`src/rtl/stop_seq_pkg.sv`:
```
package stop_seq_pkg;

  typedef enum logic [2:0] {
    ST_IDLE,
    ST_DRV_SDA,
    ST_REL_SCL,
    ST_HOLD_HI,
    ST_REL_SDA
  } stop_state_e;

  // strobes from control into the datapath
  typedef struct packed {
    logic cntLoad;    // load the bit-timing counter
    logic loadFloor;  // clamp the loaded value to the synchronizer depth
    logic cntHalt;    // stop the counter (abort)
  } ctrl_strobe_t;

  // status from datapath back to control
  typedef struct packed {
    logic sclSync;
    logic sdaSync;
    logic tick;
  } dp_status_t;

endpackage

```
`src/rtl/stop_seq_datapath.sv`:
```
module stop_seq_datapath
  import stop_seq_pkg::*;
#(
  parameter int CNT_W       = 8,
  parameter int SYNC_STAGES = 2
) (
  input  logic             clk,
  input  logic             rstN,
  input  logic             sclIn,
  input  logic             sdaIn,
  input  logic [CNT_W-1:0] reloadVal,
  input  ctrl_strobe_t     strobe,
  output dp_status_t       status
);

  localparam int LINES = 2;
  localparam logic [CNT_W-1:0] FLOOR_VAL = CNT_W'(SYNC_STAGES);

  logic [LINES-1:0] rawIn;
  logic [LINES-1:0] syncOut;

  assign rawIn = {sdaIn, sclIn};

  // per-line synchronizer chain, idle-high reset
  for (genvar g = 0; g < LINES; g++) begin : g_sync
    logic [SYNC_STAGES-1:0] pipe;
    always_ff @(posedge clk or negedge rstN) begin
      if (!rstN) pipe <= '1;
      else       pipe <= {pipe[SYNC_STAGES-2:0], rawIn[g]};
    end
    assign syncOut[g] = pipe[SYNC_STAGES-1];
  end

  // bit-timing down-counter
  logic [CNT_W-1:0] cnt;
  logic             running;
  logic [CNT_W-1:0] loadVal;
  logic             tick;

  always_comb begin
    loadVal = reloadVal;
    if (strobe.loadFloor && (reloadVal < FLOOR_VAL)) loadVal = FLOOR_VAL;
  end

  assign tick = running && (cnt == '0);

  always_ff @(posedge clk or negedge rstN) begin
    if (!rstN) begin
      cnt     <= '0;
      running <= 1'b0;
    end else if (strobe.cntLoad) begin
      cnt     <= loadVal;
      running <= 1'b1;
    end else if (strobe.cntHalt) begin
      running <= 1'b0;
    end else if (running) begin
      if (cnt == '0) running <= 1'b0;
      else           cnt     <= cnt - 1'b1;
    end
  end

  assign status.sclSync = syncOut[0];
  assign status.sdaSync = syncOut[1];
  assign status.tick    = tick;


  tick_single_chk: assert property (@(posedge clk) disable iff (!rstN)
    (tick && !strobe.cntLoad) |=> !tick);

endmodule

```
`src/rtl/stop_seq_ctrl.sv`:
```
module stop_seq_ctrl
  import stop_seq_pkg::*;
(
  input  logic         clk,
  input  logic         rstN,
  input  logic         stopReq,
  input  logic         collClr,
  input  dp_status_t   stat,
  output ctrl_strobe_t strobe,
  output logic         sclDriveLow,
  output logic         sdaDriveLow,
  output logic         stopSeen,
  output logic         collFlag,
  output logic         doneIrq
);

  stop_state_e state, nextState;
  logic accept, setColl, setDone;

  always_comb begin
    nextState = state;
    strobe    = '0;
    accept    = 1'b0;
    setColl   = 1'b0;
    setDone   = 1'b0;
    case (state)
      ST_IDLE: begin
        if (stopReq && !collFlag) begin
          accept    = 1'b1;
          nextState = ST_DRV_SDA;
        end
      end
      ST_DRV_SDA: begin
        if (!stat.sdaSync) nextState = ST_REL_SCL;
      end
      ST_REL_SCL: begin
        if (stat.sclSync) begin
          nextState      = ST_HOLD_HI;
          strobe.cntLoad = 1'b1;
        end
      end
      ST_HOLD_HI: begin
        if (!stat.sclSync) begin
          setColl        = 1'b1;
          strobe.cntHalt = 1'b1;
          nextState      = ST_IDLE;
        end else if (stat.tick) begin
          nextState        = ST_REL_SDA;
          strobe.cntLoad   = 1'b1;
          strobe.loadFloor = 1'b1;
        end
      end
      ST_REL_SDA: begin
        if (!stat.sclSync && !stat.sdaSync) begin
          setColl        = 1'b1;
          strobe.cntHalt = 1'b1;
          nextState      = ST_IDLE;
        end else if (stat.tick) begin
          nextState = ST_IDLE;
          if (!stat.sdaSync) setColl = 1'b1;
          else               setDone = 1'b1;
        end
      end
      default: nextState = ST_IDLE;
    endcase
  end

  always_ff @(posedge clk or negedge rstN) begin
    if (!rstN) begin
      state    <= ST_IDLE;
      collFlag <= 1'b0;
      stopSeen <= 1'b0;
      doneIrq  <= 1'b0;
    end else begin
      state   <= nextState;
      doneIrq <= setDone;
      if (setColl)      collFlag <= 1'b1;
      else if (collClr) collFlag <= 1'b0;
      if (accept)       stopSeen <= 1'b0;
      else if (setDone) stopSeen <= 1'b1;
    end
  end

  assign sclDriveLow = (state == ST_DRV_SDA);
  assign sdaDriveLow = (state == ST_DRV_SDA) || (state == ST_REL_SCL) ||
                       (state == ST_HOLD_HI);


  accept_drive_chk: assert property (@(posedge clk) disable iff (!rstN)
    (state == ST_IDLE && stopReq && !collFlag) |=> (sdaDriveLow && sclDriveLow));


  scl_release_chk: assert property (@(posedge clk) disable iff (!rstN)
    $fell(sclDriveLow) |-> $past(!stat.sdaSync));


  coll_release_chk: assert property (@(posedge clk) disable iff (!rstN)
    $rose(collFlag) |-> (!sclDriveLow && !sdaDriveLow && !stopSeen));


  coll_sticky_chk: assert property (@(posedge clk) disable iff (!rstN)
    (collFlag && !collClr) |=> collFlag);


  coll_block_chk: assert property (@(posedge clk) disable iff (!rstN)
    (collFlag && state == ST_IDLE) |=> (state == ST_IDLE));


  done_flags_chk: assert property (@(posedge clk) disable iff (!rstN)
    doneIrq |-> (stopSeen && !sclDriveLow && !sdaDriveLow && !collFlag));


  done_pulse_chk: assert property (@(posedge clk) disable iff (!rstN)
    doneIrq |=> !doneIrq);

endmodule

```
`src/rtl/i2c_stop_seq.sv`:
```
module i2c_stop_seq
  import stop_seq_pkg::*;
#(
  parameter int CNT_W       = 8,
  parameter int SYNC_STAGES = 2
) (
  input  logic             clk,
  input  logic             rstN,
  input  logic             stopReq,
  input  logic             collClr,
  input  logic [CNT_W-1:0] reloadVal,
  input  logic             sclIn,
  input  logic             sdaIn,
  output logic             sclDriveLow,
  output logic             sdaDriveLow,
  output logic             stopSeen,
  output logic             collFlag,
  output logic             doneIrq
);

  ctrl_strobe_t strobe;
  dp_status_t   status;

  stop_seq_datapath #(
    .CNT_W       (CNT_W),
    .SYNC_STAGES (SYNC_STAGES)
  ) i_dp (
    .clk       (clk),
    .rstN      (rstN),
    .sclIn     (sclIn),
    .sdaIn     (sdaIn),
    .reloadVal (reloadVal),
    .strobe    (strobe),
    .status    (status)
  );

  stop_seq_ctrl i_ctrl (
    .clk         (clk),
    .rstN        (rstN),
    .stopReq     (stopReq),
    .collClr     (collClr),
    .stat        (status),
    .strobe      (strobe),
    .sclDriveLow (sclDriveLow),
    .sdaDriveLow (sdaDriveLow),
    .stopSeen    (stopSeen),
    .collFlag    (collFlag),
    .doneIrq     (doneIrq)
  );

endmodule

```
`config.mk`:
```
export PLATFORM = sky130hd
export DESIGN_NAME = i2c_stop_seq
export DESIGN_NICKNAME = d
export VERILOG_FILES = /design/src/rtl/stop_seq_pkg.sv /design/src/rtl/stop_seq_datapath.sv /design/src/rtl/stop_seq_ctrl.sv /design/src/rtl/i2c_stop_seq.sv
export SDC_FILE = /design/constraint.sdc
export NUM_CORES = 1
export LEC_CHECK = 0
export BUFFER_PORTS_ARGS = -buffer_cell sky130_fd_sc_hd__buf_2
export CORE_ASPECT_RATIO = 0.6
export CORE_MARGIN = 1
export CORE_UTILIZATION = 35
export CTS_CLUSTER_SIZE = 10
export DETAILED_ROUTE_END_ITERATION = 8
export HOLD_SLACK_MARGIN = 0.15
export PLACE_DENSITY = 0.62
export SYNTH_ARGS = -nofsm -noshare
export SYNTH_HDL_FRONTEND = slang
export SYNTH_SLANG_ARGS = --single-unit
```
`constraint.sdc`:
```
create_clock -name clk -period 2.3 [get_ports clk]
set_clock_uncertainty 0.15 [all_clocks]
set_input_delay 0.115 -clock clk [delete_from_list [all_inputs] [get_ports clk]]
set_output_delay 0.115 -clock clk [all_outputs]
set_load 0.05 [all_outputs]
```
======== Word-level counts from Yosys, hierarchy flattened ========
Index checks and enable logic that the tools add are counted.
word-level totals
  output and inout bits ................... 5
  bits of input ports ..................... 14
  word-level logic and storage cells ...... 76
  register bits after elaboration ......... 19
cells by class
  reduce and logical (&&, ||, !) cells .... 16
  equal/unequal tests ..................... 11
  order comparisons ....................... 1
  multiplexer cells ....................... 39
  $add $sub $neg .......................... 1
operator list
  kind                                                                     count
  8-bit 2-to-1 mux                                                         5
  1-bit 2-to-1 mux                                                         21
  3-bit 2-to-1 mux                                                         7
  3-bit case mux with 5 select lines                                       1
  8-bit zero test                                                          1
  8-bit by 2-bit < comparator with 1-bit output, second input constant     1
  8-bit by 1-bit subtractor with 8-bit output, second input constant       1
  3-bit by 2-bit equality test with 1-bit output, second input constant    2
  2-bit by 1-bit inequality test with 1-bit output, second input constant  3
  1-bit case mux with 2 select lines                                       3
  2-bit nonzero test                                                       3
  5-bit AND reduction                                                      1
  1-bit logical AND                                                        4
  2-bit 2-to-1 mux                                                         2
  2-bit inequality test, second input constant                             2
  3-bit by 1-bit equality test with 1-bit output, second input constant    1
  3-bit equality test, second input constant                               1
  1-bit zero test                                                          3
  3-bit zero test                                                          1
  3-bit by 2-bit inequality test with 1-bit output, second input constant  1
  3-bit inequality test, second input constant                             1
  3-bit AND reduction                                                      1
  1-bit logical OR                                                         2

======== Logic depth before layout (Yosys ltp) ========
  depth after elaboration ................. 8
  gate-level depth with buffers ........... 8
  mapped depth without buffers ............ 7

======== Hierarchy ========
A second synthesis with hierarchy kept.
second synthesis, totals
  cells, all modules ...................... 106
  area total of the unflattened synthesis .. 1059.8 µm²
modules (own cells, without submodules)
  module             seq. area each (µm²)  area each (µm²)  times used  cells an instance
  stop_seq_datapath  330.3                 708.2            1           69
  stop_seq_ctrl      150.1                 351.6            1           37

======== Worst setup path before layout ========
OpenSTA, ideal clock, no wires.
  kind .................................... reg-to-output
  start ................................... reg i_ctrl.state[0]
  end ..................................... out sclDriveLow
  buffers on the path ..................... 1
  setup slack ............................. 315 ps
  data arrival time ....................... 1720 ps
  required time ........................... 2035 ps
  stages on the path, launching flop included .. 3
  path through ............................ dfrtp_1 buf_2 nor3b_1
on the way
  word-level cells in the longest chain between the ends .. 1
ends and longest elaborated chain
  what                                            line                 text
  from (decl)                                     stop_seq_ctrl.sv:17  stop_state_e state, nextState;
  from (signal assigned)                          stop_seq_ctrl.sv:75  state <= nextState;
  3-bit by 1-bit equality test with 1-bit output  stop_seq_ctrl.sv:84  assign sclDriveLow = (state == ST_DRV_SDA);
  to (decl)                                       i2c_stop_seq.sv:14   output logic sclDriveLow,
No other way between the ends.

======== Worst setup path in the final report ========
  start ................................... reg i_dp.cnt[0]
  end ..................................... reg i_dp.cnt[2]
on the way
  word-level cells in the longest chain between the ends .. 8
  elaborated cells on any way between the ends .. 17
  classes of those cells .................. add/sub: 1; eq/ne: 2; mux: 9; reduce/logical: 5
ends and longest elaborated chain
  what                                                                                                 line                     text
  from (decl)                                                                                          stop_seq_datapath.sv:35  logic [CNT_W-1:0] cnt;
  from (signal assigned)                                                                               stop_seq_datapath.sv:52  cnt <= loadVal;
  from (signal assigned)                                                                               stop_seq_datapath.sv:58  else cnt <= cnt - 1'b1;
  parallel branches: the longest is 8 deep, another holds 8-bit by 1-bit subtractor with 8-bit output  --
Several ways; the timed one is not identified. The select of a mux whose other input is x is not followed.
A chain may end at the register's enable or synchronous reset.

==> results.md <==
* Outcome: finished clean
* Leakage at 0.6039 nW
* Max-Cap Viols at 0
* CP max FO at 13
* Post-synthesis cell count at 117
* Cell Pwr Density at 1085 nW/um^2
* Initial antenna violation count at 0
* H-tree depth at 1
* Diodes inserted at 0
* Initial DRC Count at 105
* Clock Pin Slew Worst Setup and Hold Paths at 0.07 ns
* Synthesis-stage register bit count at 19
* Global-route wire length before repair at 4.312 mm
* TNS Setup at 0 ns
* Clock Sinks at 19
* Syn Nets at 133
* Clock Tree Buf Depth at 2
* Switching Fraction at 44.69%
* Rel. slew slack at 70.12%
* Commonest cells after routing, fill and taps aside: buf_2, nor2_1, dfrtp_1
* Buf+Inv Stages, Crit Path at 1
* Part of the power in registers at 40.9%
* Post-synthesis sequential area ratio at 43.54%
* Syn Area/Cell at 9.432 um^2
* Worst EP required at 2.28 ns
* GRT Resource Usage Total at 17.75%
* WHS at 0.1790 ns
* Post-route ant nets at 0
* DR pass1 iterations at 4
* Commonest non-fill, non-tap cell in the layout: buf_2
* Final Hold Vio Count at 0
* Detailed Route WL at 2.702 mm
* VDD IR-drop max at 0.4424 mV
* Worst min path class: in -> async
* Slew Viols, Final at 0
* NetSw at 0.6853 mW
* Die ar. at 3389 um^2
* Crit path max-delay family: simple AND/OR/NAND/NOR gates
* Port Buf Inserts at 18
* Routability-driven placement congestion ratio at 0.8850
* CP max-delay cell: a211o_2
* Final period util at 97.32%
* Via count at 1,025
* Max incr delay on CP at 0.47 ns
* CTS Buf Count at 3
* Num rows at 15
* Gate power share at 43.6%
* DP HPWL at 1.946 mm
* FILL cells at 279
* TritonCTS clock tree: built
* Min Tclk post-route at 2.238 ns
* CP startpoint kind: register
* Cells after DPL at 175
* Worst Path Class, Setup: reg -> reg
* Pin count of the biggest net entering global routing at 20
* Nets@finish at 168
* Synth-to-layout area growth at 28.12%
* P_int at 0.8482 mW
* Worst Tran Pin Value at 0.4482 ns
* Die X at 74.49 um
* Final Non-Filler Cells at 193
* Clock power frac at 15.5%
* Critical Path End Type: register
* Yosys cell types at 36
* CTS root buf: clkbuf_8
* DR WL/cell at 14.00 um
* Cell Chain, Critical Path: inv_1, ha_1, nor4b_4, nand3_2, a211o_2, nor2_1, a31oi_1
* Residual DRC at 0
* Worst path arrival time at 2.22 ns
* Max Freq at 446.7 MHz
* Layout cell share with drive strength beyond 1 at 25.83%
* Number of global-route vias before repair at 911
* Core ar. at 2928 um^2
* Synthesized cell area at 1104 um^2
* Remaining Overflow, GRT at 0
* Initial Util at 37.69%
* Die Height at 45.50 um
* Setup Viol. Count Final at 0
* Syn. warnings at 0
* Vias per inst at 5.311
* Worst-skew pair later-pin latency at 0.26 ns
* Ports at 19
synthesized netlist by cell type:
master	count	area, um^2
nand3_1	4	20.02
ha_1	2	25.02
o2111ai_1	1	8.760
o22ai_1	1	6.260
and4_1	1	8.760
nand4_1	1	6.260
nor3_1	6	30.03
and3_4	1	11.26
or4b_1	1	10.01
dfrtp_1	15	375.4
o21ai_0	3	15.01
nor2_1	15	56.30
or2_2	1	6.260
and3b_1	1	8.760
mux2i_1	2	20.02
a21oi_1	12	60.06
xor2_1	1	8.760
a211oi_1	1	7.510
dfstp_2	4	105.1
xnor2_1	1	8.760
buf_2	2	10.01
nor3_2	2	20.02
mux2_4	1	15.01
a211o_1	1	8.760
nor3b_1	3	22.52
nand3b_1	1	7.510
a31oi_1	5	31.28
or3_1	3	18.77
inv_1	6	22.52
nor4_1	1	6.260
nor4b_4	2	47.55
buf_6	2	22.52
nand2_1	11	41.29
nand3_2	1	10.01
o21ai_1	1	5.000
o21ai_4	1	16.27
through the flow:
stage | area (um^2) | worst slack (ns) | util (%) | power (mW)
2_1_floorplan | 1104 | 0.3147 | - | 1.123
3_3_place_gp | 1229 | 0.2049 | 41.97 | 1.252
3_5_place_dp | 1229 | 0.08179 | 41.97 | 1.270
4_1_cts | 1405 | 0.06823 | 47.99 | 1.531
5_1_grt | 1414 | -0.03004 | 48.29 | 1.634
6_report | 1414 | 0.06156 | 48.29 | 1.534
worst paths after layout:
| kind | from | endpoint | slack (ns) | depth (start not counted) |
|---|---|---|---|---|
| worst max register to register | i_dp.cnt[0]$_DFFE_PN0P_ | i_dp.cnt[2]$_DFFE_PN0P_ | 0.06 | 7 |
| worst min-delay path | rstN | i_dp.cnt[4]$_DFFE_PN0P_ | 0.18 | 2 |
| min in group clk | i_dp.g_sync[0].pipe[0]$_DFF_PN1_ | i_dp.g_sync[0].pipe[1]$_DFF_PN1_ | 0.21 | 0 |
| worst min register to register | i_dp.g_sync[0].pipe[0]$_DFF_PN1_ | i_dp.g_sync[0].pipe[1]$_DFF_PN1_ | 0.21 | 0 |
| max in group asynchronous | rstN | i_dp.g_sync[0].pipe[0]$_DFF_PN1_ | 1.48 | 2 |
| worst max-delay path | i_dp.cnt[0]$_DFFE_PN0P_ | i_dp.cnt[2]$_DFFE_PN0P_ | 0.06 | 7 |
power groups by stage:
| stage | Clock (mW) | Sequential [mW] | Combinational [mW] |
|---|---|---|---|
| floorplan | 0 | 0.577 | 0.546 |
| global placement | 0 | 0.621 | 0.631 |
| detailed placement | 0 | 0.630 | 0.640 |
| CTS | 0.248 | 0.623 | 0.660 |
| global route | 0.260 | 0.642 | 0.732 |
| finish | 0.238 | 0.627 | 0.669 |
logic make-up (layout without fill, tap and decap cells):
| kind of cell | after synthesis | after routing | share of synthesized area, % |
|---|---|---|---|
| xor+xnor | 2 | 2 | 1.588 |
| simple gates | 55 | 55 | 30.05 |
| buf+inv | 10 | 44 | 4.988 |
| mux | 3 | 3 | 3.174 |
| flops | 19 | 19 | 43.54 |
| compound gates | 26 | 26 | 14.40 |
| fa+ha+maj | 2 | 2 | 2.267 |
registers in the layout (all words and copies together), names as in the netlist:
register and flops:
i_ctrl.collFlag 1, i_ctrl.doneIrq 1, i_ctrl.state 3, i_ctrl.stopSeen 1, i_dp.cnt 8, i_dp.g_sync.pipe 4
i_dp.running 1
routing by layer:
metal	global-route usage [%]	part of all wire, %	routed length (um)
met5	0	0	0
met4	5.283	1.3	36
met3	6.858	10	276
met2	24.50	43	1157
met1	25.45	46	1231
area by class of cell:
| cell class | instances | area [um^2] | area share [%] |
|---|---|---|---|
| clock buffers | 3 | 41.29 | 2.920 |
| clock inverters | 1 | 5.005 | 0.3540 |
| inverters | 6 | 22.52 | 1.593 |
| multi-input cells | 88 | 569.3 | 40.27 |
| flip-flops and latches | 19 | 480.5 | 33.98 |
| well taps | 42 | 52.55 | 3.717 |
| repair buffers | 34 | 242.7 | 17.17 |
repair_timing:
| item | CTS | global route |
|---|---|---|
| endpoints found under the setup margin | 0 | 7 |
| resized for setup | 0 | 1 |
| buffers inserted | 0 | 1 |
| hold endpoints to repair | 31 | 0 |
| hold buffers | 13 | 0 |
No activity file was read; power rests on OpenSTA's default activity.
